[src/rtl/cordic_pkg.sv]
package cordic_pkg;

  localparam real PI_R = 3.14159265358979323846;

  // strobes from control to datapath
  typedef struct packed {
    logic load;    // capture samples and apply quadrant fold
    logic step;    // perform one micro-rotation
    logic finish;  // last micro-rotation: latch the result
  } cordicCtl_t;

  // arctangent of 2^-step, in phase units where 2^(phaseW-1) is pi
  function automatic int atanUnits(input int step, input int phaseW);
    real x;
    real term;
    real sum;
    real scale;
    x = 1.0;
    for (int k = 0; k < step; k++) x = x / 2.0;
    if (step == 0) begin
      sum = PI_R / 4.0;
    end else begin
      sum  = 0.0;
      term = x;
      for (int k = 0; k < 14; k++) begin
        if ((k % 2) == 0) sum = sum + term / real'(2 * k + 1);
        else              sum = sum - term / real'(2 * k + 1);
        term = term * x * x;
      end
    end
    scale = 1.0;
    for (int k = 0; k < phaseW - 1; k++) scale = scale * 2.0;
    return $rtoi(sum * scale / PI_R + 0.5);
  endfunction

endpackage

[src/rtl/cordic_atan_rom.sv]
module cordic_atan_rom #(
  parameter int PHASE_W = 16,
  parameter int ITERS   = 9,
  parameter int IDX_W   = 4
) (
  input  logic [IDX_W-1:0]          idx,
  output logic signed [PHASE_W-1:0] angle
);
  import cordic_pkg::*;

  logic signed [PHASE_W-1:0] angleTab [ITERS];

  for (genvar g = 0; g < ITERS; g++) begin : g_tab
    localparam int STEP_VAL = atanUnits(g, PHASE_W);
    assign angleTab[g] = PHASE_W'(STEP_VAL);
  end

  always_comb begin
    angle = '0;
    for (int k = 0; k < ITERS; k++) begin
      if (int'(idx) == k) angle = angleTab[k];
    end
  end

endmodule

[src/rtl/cordic_atan_ctrl.sv]
module cordic_atan_ctrl #(
  parameter int ITERS = 9,
  parameter int IDX_W = 4
) (
  input  logic                    clk,
  input  logic                    rst,
  input  logic                    start,
  output cordic_pkg::cordicCtl_t  ctl,
  output logic [IDX_W-1:0]        idx,
  output logic                    doneOut
);
  import cordic_pkg::*;

  localparam logic [IDX_W-1:0] LAST_IDX = IDX_W'(ITERS - 1);

  typedef enum logic {ST_IDLE, ST_RUN} ctlState_t;

  ctlState_t state;
  logic [IDX_W-1:0] idxR;

  always_comb begin
    ctl.load   = (state == ST_IDLE) && start;
    ctl.step   = (state == ST_RUN);
    ctl.finish = (state == ST_RUN) && (idxR == LAST_IDX);
  end

  assign idx = idxR;

  always_ff @(posedge clk) begin
    if (rst) begin
      state   <= ST_IDLE;
      idxR    <= '0;
      doneOut <= 1'b0;
    end else begin
      doneOut <= 1'b0;
      case (state)
        ST_IDLE: begin
          if (start) begin
            state <= ST_RUN;
            idxR  <= '0;
          end
        end
        ST_RUN: begin
          if (idxR == LAST_IDX) begin
            state   <= ST_IDLE;
            idxR    <= '0;
            doneOut <= 1'b1;
          end else begin
            idxR <= idxR + 1'b1;
          end
        end
        default: state <= ST_IDLE;
      endcase
    end
  end

endmodule

[src/rtl/cordic_atan_dp.sv]
module cordic_atan_dp #(
  parameter int DATA_W  = 16,
  parameter int PHASE_W = 16,
  parameter int ITERS   = 9,
  parameter int GUARD   = 4,
  parameter int IDX_W   = 4
) (
  input  logic                       clk,
  input  logic                       rst,
  input  cordic_pkg::cordicCtl_t     ctl,
  input  logic [IDX_W-1:0]           idx,
  input  logic signed [DATA_W-1:0]   sampleI,
  input  logic signed [DATA_W-1:0]   sampleQ,
  output logic signed [PHASE_W-1:0]  phase
);
  import cordic_pkg::*;

  // two growth bits (gain ~1.65 plus negation headroom) and guard LSBs
  localparam int W = DATA_W + 2 + GUARD;
  localparam logic signed [PHASE_W-1:0] QUARTER =
    {2'b01, {(PHASE_W-2){1'b0}}};

  logic signed [W-1:0] xExt, yExt;
  logic signed [W-1:0] xPre, yPre;
  logic signed [PHASE_W-1:0] zPre;
  logic signed [W-1:0] xR, yR, xNext, yNext;
  logic signed [PHASE_W-1:0] zR, zNext;
  logic signed [PHASE_W-1:0] stepAngle;
  logic signed [PHASE_W-1:0] resultR;

  cordic_atan_rom #(
    .PHASE_W(PHASE_W),
    .ITERS  (ITERS),
    .IDX_W  (IDX_W)
  ) u_rom (
    .idx  (idx),
    .angle(stepAngle)
  );

  assign xExt = $signed({{(W-DATA_W-GUARD){sampleI[DATA_W-1]}}, sampleI, {GUARD{1'b0}}});
  assign yExt = $signed({{(W-DATA_W-GUARD){sampleQ[DATA_W-1]}}, sampleQ, {GUARD{1'b0}}});

  // fold left half-plane vectors into the right half by a quarter turn
  always_comb begin
    if (xExt[W-1]) begin
      if (!yExt[W-1]) begin
        xPre = yExt;
        yPre = -xExt;
        zPre = QUARTER;
      end else begin
        xPre = -yExt;
        yPre = xExt;
        zPre = -QUARTER;
      end
    end else begin
      xPre = xExt;
      yPre = yExt;
      zPre = '0;
    end
  end

  // one vectoring micro-rotation; an exactly zero residual stops turning
  always_comb begin
    if (yR == '0) begin
      xNext = xR;
      yNext = yR;
      zNext = zR;
    end else if (!yR[W-1]) begin
      xNext = xR + (yR >>> idx);
      yNext = yR - (xR >>> idx);
      zNext = zR + stepAngle;
    end else begin
      xNext = xR - (yR >>> idx);
      yNext = yR + (xR >>> idx);
      zNext = zR - stepAngle;
    end
  end

  always_ff @(posedge clk) begin
    if (rst) begin
      xR      <= '0;
      yR      <= '0;
      zR      <= '0;
      resultR <= '0;
    end else begin
      if (ctl.load) begin
        xR <= xPre;
        yR <= yPre;
        zR <= zPre;
      end else if (ctl.step) begin
        xR <= xNext;
        yR <= yNext;
        zR <= zNext;
      end
      if (ctl.finish) resultR <= zNext;
    end
  end

  assign phase = resultR;

endmodule

[src/rtl/cordic_phase_detector.sv]
module cordic_phase_detector #(
  parameter int DATA_W  = 16,
  parameter int PHASE_W = 16,
  parameter int ITERS   = 9,
  parameter int GUARD   = 4
) (
  input  logic                      clk,
  input  logic                      rst,
  input  logic                      start,
  input  logic signed [DATA_W-1:0]  sampleI,
  input  logic signed [DATA_W-1:0]  sampleQ,
  output logic                      done,
  output logic signed [PHASE_W-1:0] phase
);
  import cordic_pkg::*;

  localparam int IDX_W = (ITERS > 1) ? $clog2(ITERS) : 1;

  cordicCtl_t       ctl;
  logic [IDX_W-1:0] idx;

  cordic_atan_ctrl #(
    .ITERS(ITERS),
    .IDX_W(IDX_W)
  ) u_ctrl (
    .clk    (clk),
    .rst    (rst),
    .start  (start),
    .ctl    (ctl),
    .idx    (idx),
    .doneOut(done)
  );

  cordic_atan_dp #(
    .DATA_W (DATA_W),
    .PHASE_W(PHASE_W),
    .ITERS  (ITERS),
    .GUARD  (GUARD),
    .IDX_W  (IDX_W)
  ) u_dp (
    .clk    (clk),
    .rst    (rst),
    .ctl    (ctl),
    .idx    (idx),
    .sampleI(sampleI),
    .sampleQ(sampleQ),
    .phase  (phase)
  );

endmodule

[config.mk]
export PLATFORM = sky130hd
export DESIGN_NAME = cordic_phase_detector
export DESIGN_NICKNAME = d
export VERILOG_FILES = /design/src/rtl/cordic_pkg.sv /design/src/rtl/cordic_atan_rom.sv /design/src/rtl/cordic_atan_ctrl.sv /design/src/rtl/cordic_atan_dp.sv /design/src/rtl/cordic_phase_detector.sv
export SDC_FILE = /design/constraint.sdc
export NUM_CORES = 1
export LEC_CHECK = 0
export CELL_PAD_IN_SITES_DETAIL_PLACEMENT = 0
export CELL_PAD_IN_SITES_GLOBAL_PLACEMENT = 1
export CORE_MARGIN = 10
export CORE_UTILIZATION = 43
export DETAILED_ROUTE_END_ITERATION = 8
export GPL_TIMING_DRIVEN = 1
export PLACE_DENSITY = 0.85
export SLEW_MARGIN = 25
export SYNTH_ARGS = -nofsm -noshare
export SYNTH_HDL_FRONTEND = slang
export SYNTH_SLANG_ARGS = --single-unit
[constraint.sdc]
create_clock -name clk -period 6.1 [get_ports clk]
set_clock_uncertainty 0.1 [all_clocks]
set_input_delay 0.61 -clock clk [delete_from_list [all_inputs] [get_ports clk]]
set_output_delay 0.61 -clock clk [all_outputs]
set_load 0.01 [all_outputs]
==> reports/results.tsv <==
stage	metric	value	unit
status	status	complete, no violations	
cts	CTS root buffer	clkbuf_16	
pwr	peak supply drop	0.183	mV
worst_setup_path	Worst Setup Start Kind	flop	
yosys	syn nets	1482	
cts	Clock Latency Late Sink	0.36	ns
worst_setup_path	r2r startpoint	u_ctrl.idx[1]$_SDFFE_PP0P_	
die	FP Rows	56	
worst_setup_path	r2r endpoint	u_dp.yR[19]$_SDFFE_PP0P_	
yosys	Mean Syn Cell Area	7.57	sq um
global_route	vias in the first global route	9685	
sta	total negative setup slack	0	ns
global_route	M1 GR Usage	0.267	
sta	slew margin rel.	0.367	
cts	Worst-path clk slew	0.07	ns
worst_setup_path	CP max FO	22	
route	antenna viol nets, final	0	
layout	nets	1482	
global_route	gr usage total	0.212	
sta	fin crit share	0.892	
placed_design	gpl congestion	1.01	
worst_setup_path	CP startpoint	u_ctrl.idx[1]$_SDFFE_PP0P_	
pwr	Sw Share	0.486	
cts	TritonCTS clock tree	yes	
route	via count	10400	
layout	Final Non-Filler Cells	1702	
cts	CTS sink cnt	82	
pwr	internal power	2.43	mW
worst_setup_path	CP delay by family, top	compound AO/OA/AOI/OAI gates	
die	core area	23700	sq um
placed_design	placed cells	1686	
die	Die Width	176	microns
sta	Slew Limit Fails	0	
worst_setup_path	crit path cell chain	buf_4, mux4_2, nand2_1, nand2_1, a21oi_1, ha_1, nand4b_1, nor3_1, a21oi_1, xnor2_1, ha_1, nand3_1, o22ai_1, o21ai_0, o41ai_1, o41ai_1, xnor2_1, nand2_1, a311oi_1	
global_route	GR Layer Usage met3	0.0377	
yosys	synth top area cells	dfxtp_1 16%, mux4_2 8.0%, ha_1 7.9%	
worst_setup_path	Crit path depth	19	
die	Ports	52	
worst_setup_path	Worst Setup End Kind	flop	
route	DRT Wirelength	33800	microns
sta	Setup violations, final	0	
layout	# diodes	0	
sta	fin crit period	5.44	ns
pwr	NetSw	2.30	mW
yosys	Synth top area share	0.157	
global_route	initial antenna violation count	0	
worst_setup_path	Top cell by count, worst path	nand2_1	
yosys	Synth cell types	81	
sta	maximum clock rate	184	MHz
pwr	LEAKAGE	4.40	nW
sta	worst slew pin tran	0.950	ns
route	first-iteration detailed-routing DRC count	1008	
placed_design	dpl cell area	11200	sq um
worst_setup_path	crit path kind	reg2reg	
layout	Fillers	2376	
worst_setup_path	crit-path max cell delay	0.69	ns
worst_setup_path	Slowest-stage cell, CP	dfxtp_2	
global_route	global route hottest layer	met2	
global_route	global-route wire length before repair	53200	microns
placed_design	dpl hpwl	25600	microns
route	DRC	0	
yosys	Async S/R FF share, synth	0	
route	Via density	6.14	
yosys	Post-synth EDFFs	0	
worst_setup_path	Worst EP required	6.26	ns
run	max-capacitance violation count	0	
die	Die Ht	176	microns
layout	final instance area	11500	sq um
worst_setup_path	r2r worst-path depth	19	
global_route	largest net degree at the start of global routing	63	
global_route	total grt overflow	0	
yosys	Cell Area, Synth	10400	sq um
route	wire per inst	19.9	microns
global_route	GR Util met2	0.359	
yosys	Yosys warning count	0	
worst_setup_path	Bufs and invs on worst path	1	
layout	Final Util	0.486	
worst_setup_path	CP Capture Point	u_dp.yR[19]$_SDFFE_PP0P_	
cts	CTS Buffer Depth	2	
yosys	largest area contributor in the netlist	dfxtp_1	
die	Die Area	30900	sq um
cts	TritonCTS Buffers	9	
pwr	combinational power share	0.681	
placed_design	IO buf count	51	
yosys	post-synthesis sequential area ratio	0.157	
route	drt pass-1 iters	6	
yosys	#FFs+latches synth	82	
worst_setup_path	R2R setup slack	0.66	ns
die	Starting Density	0.441	
yosys	cells after synthesis	1378	
cts	hold_buf cts	0	
sta	final hold vios	0	
yosys	most numerous cell in the Yosys netlist	nand2_1	
worst_setup_path	critical path arrival	5.60	ns
yosys	most instantiated cells after synthesis	152 x nand2_1, 140 x nor2_1, 113 x a21oi_1	
pwr	Tot Pwr	4.73	mW
cts	CTS-repair resized insts	0	
cts	H-tree depth	3	
pwr	clock share of power	0.142	
layout	synth-to-layout area growth	10.3	%
pwr	Seq pwr share	0.177	
hold_path	Worst Hold Class	reg2reg	
layout	layout cell share with drive strength beyond 1	0.0897	
layout	multi-input logic area	8260	sq um
layout	sequential cell area	1650	sq um
sta	RSZ-0062 raised after global routing	no	
pwr	P per Cell Area	411	nW/um^2
cts	# Post-CTS Setup Buffers	0	
yosys	Main synth FF type	dfxtp_1	
==> metal layers <==
metal  wire (microns)  part of all wire
met1            14700              0.44
met4              797             0.024
met3             2200             0.065
met2            16100              0.48
met5                0                 0
==> layout by cell type (no fill, tap or decap), drive strengths merged, types with 14 or more instances in the layout <==
| master | count |
|---|---|
| o21a | 19 |
| mux2 | 21 |
| nor2 | 140 |
| nand2 | 152 |
| a21oi | 113 |
| clkdlybuf4s50 | 49 |
| xor2 | 46 |
| nor2b | 20 |
| or3 | 14 |
| mux2i | 34 |
| o21ai | 88 |
| o22ai | 14 |
| dfxtp | 82 |
| and2 | 17 |
| inv | 47 |
| a21o | 19 |
| a211oi | 39 |
| mux4 | 37 |
| ha | 66 |
| nor3 | 30 |
| xnor2 | 63 |
| a31oi | 23 |
| buf | 26 |
| nand3 | 33 |
==> logic make-up after synthesis <==
| group | share of synthesized area |
|---|---|
| AO/OA/AOI/OAI | 0.265 |
| XOR/XNOR | 0.0915 |
| adder cells (fa/ha/maj) | 0.0849 |
| buffers and inverters | 0.0525 |
| flip-flops | 0.157 |
| multiplexers | 0.137 |
| AND/OR/NAND/NOR | 0.212 |
==> worst reg2reg max path, cell delays in order (launching register included) <==
cell	delay (ns)
dfxtp_2	0.69
buf_4	0.39
mux4_2	0.60
nand2_1	0.13
nand2_1	0.09
a21oi_1	0.23
ha_1	0.26
nand4b_1	0.19
nor3_1	0.53
a21oi_1	0.16
xnor2_1	0.16
ha_1	0.35
nand3_1	0.16
o22ai_1	0.09
o21ai_0	0.14
o41ai_1	0.13
o41ai_1	0.44
xnor2_1	0.18
nand2_1	0.07
a311oi_1	0.26
==> flip-flops by register name, indices dropped and copies added, names as in the netlist <==
| signal | count |
|---|---|
| u_dp.xR | 22 |
| u_dp.yR | 22 |
| u_dp.phase | 16 |
| u_dp.zR | 16 |
| u_ctrl.idx | 4 |
| u_ctrl.doneOut | 1 |
| u_ctrl.state | 1 |
==> layout make-up <==
cell class | instances | area share
multi-input cells | 1165 | 0.718
flip-flops and latches | 82 | 0.143
repair buffers | 75 | 0.0591
well taps | 319 | 0.0347
clock buffers | 9 | 0.0196
inverters | 45 | 0.0147
clock inverters | 7 | 0.0111
==> power groups by stage <==
stage          sequential [mW]  combinational (mW)  clock (mW)
3_3_place_gp             0.833                3.14           0
2_1_floorplan            0.727                2.53           0
3_5_place_dp             0.836                3.15           0
4_1_cts                  0.824                3.18       0.684
6_report                 0.838                3.22       0.673
5_1_grt                  0.841                3.58       0.696
==> how the worst min path moves through the flow <==
stage | to | slack (ns) | depth (start not counted) | from
2_1_floorplan | u_dp.zR[7]$_SDFFE_PP0P_ | 0.36 | 2 | u_dp.zR[7]$_SDFFE_PP0P_
3_3_place_gp | u_dp.phase[4]$_SDFFE_PP0P_ | 0.33 | 2 | u_dp.phase[4]$_SDFFE_PP0P_
3_5_place_dp | u_dp.phase[7]$_SDFFE_PP0P_ | 0.34 | 2 | u_dp.phase[7]$_SDFFE_PP0P_
4_1_cts | u_dp.phase[7]$_SDFFE_PP0P_ | 0.35 | 2 | u_dp.phase[7]$_SDFFE_PP0P_
5_1_grt | u_dp.phase[9]$_SDFFE_PP0P_ | 0.39 | 1 | u_dp.phase[9]$_SDFFE_PP0P_
6_report | u_dp.phase[7]$_SDFFE_PP0P_ | 0.35 | 2 | u_dp.phase[7]$_SDFFE_PP0P_
==> per-stage QoR <==
| stage | hold WS, ns | setup WS (ns) |
|---|---|---|
| after floorplan | 0.360 | 1.05 |
| after global placement | 0.334 | 0.781 |
| after detailed placement | 0.336 | 0.755 |
| after CTS | 0.348 | 0.688 |
| after global routing | 0.386 | 0.177 |
| final | 0.348 | 0.659 |
(Power assumes the default switching activity.)
